--- config.mk ---
export PLATFORM = sky130hd
export DESIGN_NAME = stat_monitor
export DESIGN_NICKNAME = d
export VERILOG_FILES = /design/src/rtl/stat_monitor_pkg.sv /design/src/rtl/stat_mag.sv /design/src/rtl/stat_timer.sv /design/src/rtl/stat_accum.sv /design/src/rtl/stat_monitor.sv
export SDC_FILE = /design/constraint.sdc
export NUM_CORES = 1
export LEC_CHECK = 0
export BUFFER_PORTS_ARGS = -buffer_cell sky130_fd_sc_hd__buf_2
export CAP_MARGIN = 20
export CORE_MARGIN = 1
export CORE_UTILIZATION = 64
export CTS_BUF_LIST = sky130_fd_sc_hd__clkbuf_2
export DETAILED_ROUTE_END_ITERATION = 8
export GPL_TIMING_DRIVEN = 0
export HOLD_SLACK_MARGIN = 0.02
export MAX_ROUTING_LAYER = met4
export PLACE_DENSITY_LB_ADDON = 0.25
export SLEW_MARGIN = 20
export SYNTH_ARGS = -nofsm -noshare
export SYNTH_HDL_FRONTEND = slang
export SYNTH_SLANG_ARGS = --single-unit
--- constraint.sdc ---
create_clock -name clk -period 14.8 [get_ports clk]
set_clock_uncertainty 0.05 [all_clocks]
set_input_delay 3.7 -clock clk [delete_from_list [all_inputs] [get_ports clk]]
set_output_delay 3.7 -clock clk [all_outputs]
set_load 0.01 [all_outputs]
--- src/rtl/stat_monitor_pkg.sv ---
package stat_monitor_pkg;
  typedef enum logic [1:0] {
    MODE_POWER = 2'b00,
    MODE_PEAK  = 2'b01,
    MODE_CNT_A = 2'b10,
    MODE_CNT_B = 2'b11
  } stat_mode_e;
endpackage

--- src/rtl/stat_mag.sv ---
module stat_mag #(
  parameter int SAMPLE_W = 14,
  parameter int MAG_W    = 13
) (
  input  logic [SAMPLE_W-1:0] sample,
  output logic [MAG_W-1:0]    mag
);
  logic [SAMPLE_W-1:0] abs_v;
  always_comb begin
    abs_v = sample[SAMPLE_W-1] ? (~sample + 1'b1) : sample;
    if (abs_v[SAMPLE_W-1]) mag = '1;
    else                   mag = abs_v[MAG_W-1:0];
  end
endmodule

--- src/rtl/stat_timer.sv ---
module stat_timer #(
  parameter int PERIOD_W   = 24,
  parameter int MIN_PERIOD = 128
) (
  input  logic                clk,
  input  logic                rst,
  input  logic                en,
  input  logic                sync_hit,
  input  logic [PERIOD_W-1:0] period,
  output logic                first,
  output logic                last
);
  localparam logic [PERIOD_W-1:0] MIN_P = PERIOD_W'(MIN_PERIOD);

  logic [PERIOD_W-1:0] cnt_q;
  logic                seed_q;
  logic [PERIOD_W-1:0] eff_p;

  assign eff_p = (period < MIN_P) ? MIN_P : period;
  assign first = seed_q || sync_hit;
  assign last  = en && !first && (cnt_q == PERIOD_W'(1));

  always_ff @(posedge clk) begin
    if (rst) begin
      cnt_q  <= '0;
      seed_q <= 1'b1;
    end else if (!en) begin
      seed_q <= 1'b1;
    end else if (first) begin
      cnt_q  <= eff_p - 1'b1;
      seed_q <= 1'b0;
    end else if (cnt_q == PERIOD_W'(1)) begin
      seed_q <= 1'b1;
    end else begin
      cnt_q  <= cnt_q - 1'b1;
    end
  end
endmodule

--- src/rtl/stat_accum.sv ---
module stat_accum
  import stat_monitor_pkg::*;
#(
  parameter int MAG_W   = 13,
  parameter int ACC_W   = 24,
  parameter int RES_W   = 20,
  parameter int SQ_KEEP = 11
) (
  input  logic             clk,
  input  logic             rst,
  input  logic             en,
  input  logic             first,
  input  logic             last,
  input  logic [1:0]       mode,
  input  logic [MAG_W-1:0] mag,
  input  logic [MAG_W-1:0] thresh,
  output logic [RES_W-1:0] result,
  output logic             result_stb
);
  localparam int SQ_W    = 2 * MAG_W;
  localparam int SHIFT   = ACC_W - RES_W;

  logic [ACC_W-1:0] acc_q, acc_d, term, base;
  logic [ACC_W:0]   sum;
  logic [SQ_W-1:0]  sq;
  logic [RES_W-1:0] res_d;
  logic             hit;

  always_comb begin
    sq   = SQ_W'(mag) * SQ_W'(mag);
    hit  = (mag > thresh);
    base = first ? '0 : acc_q;
    term = '0;
    acc_d = '0;
    case (stat_mode_e'(mode))
      MODE_PEAK: begin
        if (first || ACC_W'(mag) > acc_q) acc_d = ACC_W'(mag);
        else                              acc_d = acc_q;
      end
      MODE_POWER: term = ACC_W'(sq[SQ_W-1 -: SQ_KEEP]);
      default:    term = ACC_W'(hit);
    endcase
    sum = {1'b0, base} + {1'b0, term};
    if (stat_mode_e'(mode) != MODE_PEAK)
      acc_d = sum[ACC_W] ? '1 : sum[ACC_W-1:0];

    case (stat_mode_e'(mode))
      MODE_POWER: res_d = acc_d[ACC_W-1:SHIFT];
      MODE_PEAK:  res_d = RES_W'(acc_d[MAG_W-1:0]);
      default:    res_d = (acc_d[ACC_W-1:RES_W] != '0) ? '1 : acc_d[RES_W-1:0];
    endcase
  end

  always_ff @(posedge clk) begin
    if (rst) begin
      acc_q      <= '0;
      result     <= '0;
      result_stb <= 1'b0;
    end else begin
      result_stb <= 1'b0;
      if (en) begin
        acc_q <= acc_d;
        if (last) begin
          result     <= res_d;
          result_stb <= 1'b1;
        end
      end
    end
  end
endmodule

--- src/rtl/stat_monitor.sv ---
module stat_monitor #(
  parameter int SAMPLE_W   = 14,
  parameter int PERIOD_W   = 24,
  parameter int ACC_W      = 24,
  parameter int RES_W      = 20,
  parameter int SQ_KEEP    = 11,
  parameter int MIN_PERIOD = 128
) (
  input  logic                  clk,
  input  logic                  rst,
  input  logic                  en,
  input  logic                  sync_en,
  input  logic                  sync_in,
  input  logic [SAMPLE_W-1:0]   sample,
  input  logic [PERIOD_W-1:0]   period,
  input  logic [1:0]            mode,
  input  logic [SAMPLE_W-2:0]   thresh,
  output logic [RES_W-1:0]      result,
  output logic                  result_stb
);
  localparam int MAG_W = SAMPLE_W - 1;

  logic [MAG_W-1:0] mag;
  logic first, last, sync_hit;

  assign sync_hit = en && sync_en && sync_in;

  stat_mag #(.SAMPLE_W(SAMPLE_W), .MAG_W(MAG_W)) i_mag (
    .sample(sample), .mag(mag)
  );

  stat_timer #(.PERIOD_W(PERIOD_W), .MIN_PERIOD(MIN_PERIOD)) i_timer (
    .clk(clk), .rst(rst), .en(en), .sync_hit(sync_hit), .period(period),
    .first(first), .last(last)
  );

  stat_accum #(.MAG_W(MAG_W), .ACC_W(ACC_W), .RES_W(RES_W), .SQ_KEEP(SQ_KEEP)) i_accum (
    .clk(clk), .rst(rst), .en(en), .first(first), .last(last), .mode(mode),
    .mag(mag), .thresh(thresh), .result(result), .result_stb(result_stb)
  );
endmodule

==> flow_metrics.env <==
export IMPL_status="finished clean"
export IMPL_yosys_area_top_type="fa_1"
export IMPL_syn_cell_area_sq_um=10600
export IMPL_synth_cell_types=88
export IMPL_finalHoldViolations=0
export IMPL_regArea_sq_um=1400
export IMPL_hp_class="reg2reg"
export IMPL_p_total_mw=2.01
export IMPL_grt_ovfl_total=0
export IMPL_p_switching_mw=1.08
export IMPL_grt_pass1_wl_um=47600
export IMPL_layout_commonest_cell="inv_1"
export IMPL_r2r_slack_ns=8.83
export IMPL_hold_path_endpoint="i_timer.cnt_q[6]"
export IMPL_yosys_register_bits=70
export IMPL_whs_ns=0.418
export IMPL_fin_nets=1713
export IMPL_p_comb_share_pct=83.6
export IMPL_crit_arrival_ns=14.54
export IMPL_cts_inserted_buffers=9
export IMPL_htreeDepth=3
export IMPL_vias_per_cell=6.22
export IMPL_utilization_pct=71.1
export IMPL_postLayoutCellArea_sq_um=11400
export IMPL_multiInputGateArea_sq_um=8140
export IMPL_via_count=10411
export IMPL_cpPeakStageDelay_ns=0.56
export IMPL_place_congestion=0.988
export IMPL_synth_top_flop_cell="dfxtp_1"
export IMPL_r2r_start="i_timer.seed_q"
export IMPL_leakagePower_nw=5.45
export IMPL_synth_top_area_share_pct=18.1
export IMPL_drtPass1Iterations=8
export IMPL_critPathLaunchType="input port"
export IMPL_syn_num_nets=1627
export IMPL_clock_latency_ns=0.58
export IMPL_num_antenna_cells=0
export IMPL_cts_root_buf="clkbuf_2"
export IMPL_maxCapViolCount=0
export IMPL_synth_edf_count=0
export IMPL_rsz0062_at_grt="false"
export IMPL_pwr_share_seq_pct=10.5
export IMPL_crit_fanout=11
export IMPL_portBuffers=75
export IMPL_cts_resized_gates=0
export IMPL_wl_per_cell_um=18.1
export IMPL_ir_drop_uv=184
export IMPL_cp_slowest_cell="or4_4"
export IMPL_async_reset_ff_share_pct=0
export IMPL_die_w_um=131
export IMPL_slew_viol_final=0
export IMPL_p_per_area_nw_per_um2=177
export IMPL_cts_tree="built"
export IMPL_grt_max_degree=14
export IMPL_num_fill_cells=1410
export IMPL_cp_top_family="simple AND/OR/NAND/NOR gates"
export IMPL_drive_gt1_share_pct=9.80
export IMPL_cts_setup_buffers=0
export IMPL_required_ns=15.23
export IMPL_drt_iter0_drc=1116
export IMPL_final_cell_mix="212 x inv_1, 145 x nor2_1, 111 x nand2_1, 105 x ha_1, 96 x fa_1"
export IMPL_min_period_ns=14.11
export IMPL_timing_slew_headroom_pct=40.2
export IMPL_period_share_pct=95.4
export IMPL_power_internal_mw=0.933
export IMPL_syn_avg_cell_area_sq_um=7.74
export IMPL_die_h_um=131
export IMPL_ys_top_cells_by_area="fa_1 18%, dfxtp_1 13%, ha_1 12%, inv_1 7.5%, nor2_1 5.1%"
export IMPL_critPathKind="in2reg"
export IMPL_ys_seq_area_share_pct=13.2
export IMPL_yosys_warnings=0
export IMPL_ant_nets=0
export IMPL_critPathBufInv=10
export IMPL_finalWirelength_um=30400
export IMPL_drc=0
export IMPL_dp_hpwl_um=23600
export IMPL_end_kind="register"
export IMPL_cts_buffer_depth=2
export IMPL_fmax_ghz=0.0708
export IMPL_worst_pin_slew_ns=0.897
export IMPL_antenna_found_initial=0
export IMPL_initial_core_util_pct=66.2
export IMPL_die_area_sq_um=17100
export IMPL_hold_path_startpoint="i_timer.cnt_q[6]"
export IMPL_placed_area_sq_um=11200
export IMPL_cts_sink_count=70
export IMPL_switching_share_pct=53.6
export IMPL_syn_to_final_growth_pct=7.33
export IMPL_rr_worst_depth=19
export IMPL_timing_setup_tns_ns=0
export IMPL_track_usage_pct=37.3
export IMPL_cts_clk_slew_worst_paths_ns=0.22
export IMPL_grt_pass1_vias=9771
export IMPL_ios=79
export IMPL_setup_viol_count_final=0
export IMPL_holdPathStages=2
export IMPL_rr_endpoint="i_accum.result[9]"
export IMPL_synth_cells=1368
export IMPL_core_region_area_sq_um=16000
export IMPL_fp_row_count=46
export IMPL_p_clk_share_pct=5.9
export IMPL_cts_hold_fix_buffers=0
-- synthesized netlist by cell type (4+ instances only) --
cell / instances
inv_1: 212
nor2_1: 145
nand2_1: 111
ha_1: 105
fa_1: 96
a21oi_1: 77
dfxtp_1: 70
o21ai_0: 62
clkbuf_1: 45
nor3_1: 45
xnor2_1: 40
mux2i_1: 24
a211oi_1: 21
nand3_1: 21
xor2_1: 16
nor2b_1: 13
nor4_1: 13
or3_1: 13
o211ai_1: 12
o21a_1: 12
o21bai_1: 12
a21o_1: 11
o22ai_1: 11
a31oi_1: 10
nand2b_1: 10
nand4_1: 10
a32oi_1: 8
and3_1: 7
and4_1: 7
buf_2: 7
a22oi_1: 6
and2_1: 6
clkinv_1: 6
or2_2: 6
or4_4: 5
a211o_1: 4
o31a_1: 4
or4_1: 4
-- worst max path at each step --
stage / startpoint / to / slack (ns) / depth (start not counted)
after floorplan: sample[2] / i_accum.result[13] / 1.45 / 39
after global placement: sample[2] / i_accum.result[9] / 0.29 / 39
after detailed placement: sample[2] / i_accum.result[14] / 0.21 / 39
after CTS: sample[2] / i_accum.result[14] / 0.75 / 39
after global routing: sample[2] / i_accum.result[14] / 0.20 / 40
final: sample[2] / i_accum.result[9] / 0.69 / 39
-- power by group through the flow --
stage	Sequential (mW)	Combinational (mW)	Clock [mW]
global route	0.213	1.93	0.124
CTS	0.211	1.67	0.116
floorplan	0.212	1.27	0
finish	0.211	1.68	0.118
global placement	0.214	1.60	0
detailed placement	0.215	1.65	0
-- worst min-delay path: stages (launching register included) --
cell and delay, ns:
dfxtp_1 0.36, nand2_1 0.05, a21oi_1 0.05
-- sequential cells by signal (all words and copies together) (netlist names) --
| name | count |
|---|---|
| i_accum.result | 20 |
| i_timer.seed_q | 1 |
| i_accum.acc_q | 24 |
| i_accum.result_stb | 1 |
| i_timer.cnt_q | 24 |
-- metrics by stage --
step	setup WS [ns]	cells
floorplan	1.45	1368
global placement	0.292	1659
detailed placement	0.211	1659
CTS	0.746	1675
global route	0.201	1675
finish	0.685	1675
-- per-layer routing --
| layer | vias up | routed length (um) | track usage [%] |
|---|---|---|---|
| met5 | - | 0 | - |
| li1 | 4812 | - | - |
| met1 | 4932 | 12300 | 45.7 |
| met3 | 122 | 2610 | 5.82 |
| met2 | 545 | 14400 | 62.5 |
| met4 | 0 | 1050 | 12.8 |
-- layout make-up --
class | count | share of cell area [%]
Inverter | 219 | 7.27
Buffer | 57 | 2.09
Multi-Input combinational cell | 1022 | 71.6
Clock buffer | 9 | 0.396
Tap cell | 216 | 2.38
Clock inverter | 7 | 0.649
Timing Repair Buffer | 75 | 3.30
Sequential cell | 70 | 12.3
-- logic make-up after synthesis --
| logic type | share of synthesized area, % |
|---|---|
| and+or+nand+nor | 20.8 |
| AOI/OAI and AO/OA | 18.0 |
| buffers and inverters | 10.1 |
| adders and majority gates | 30.5 |
| DFF | 13.2 |
| xor gates and xnor gates | 4.63 |
| muxes | 2.69 |
(Power assumes the default switching activity.)
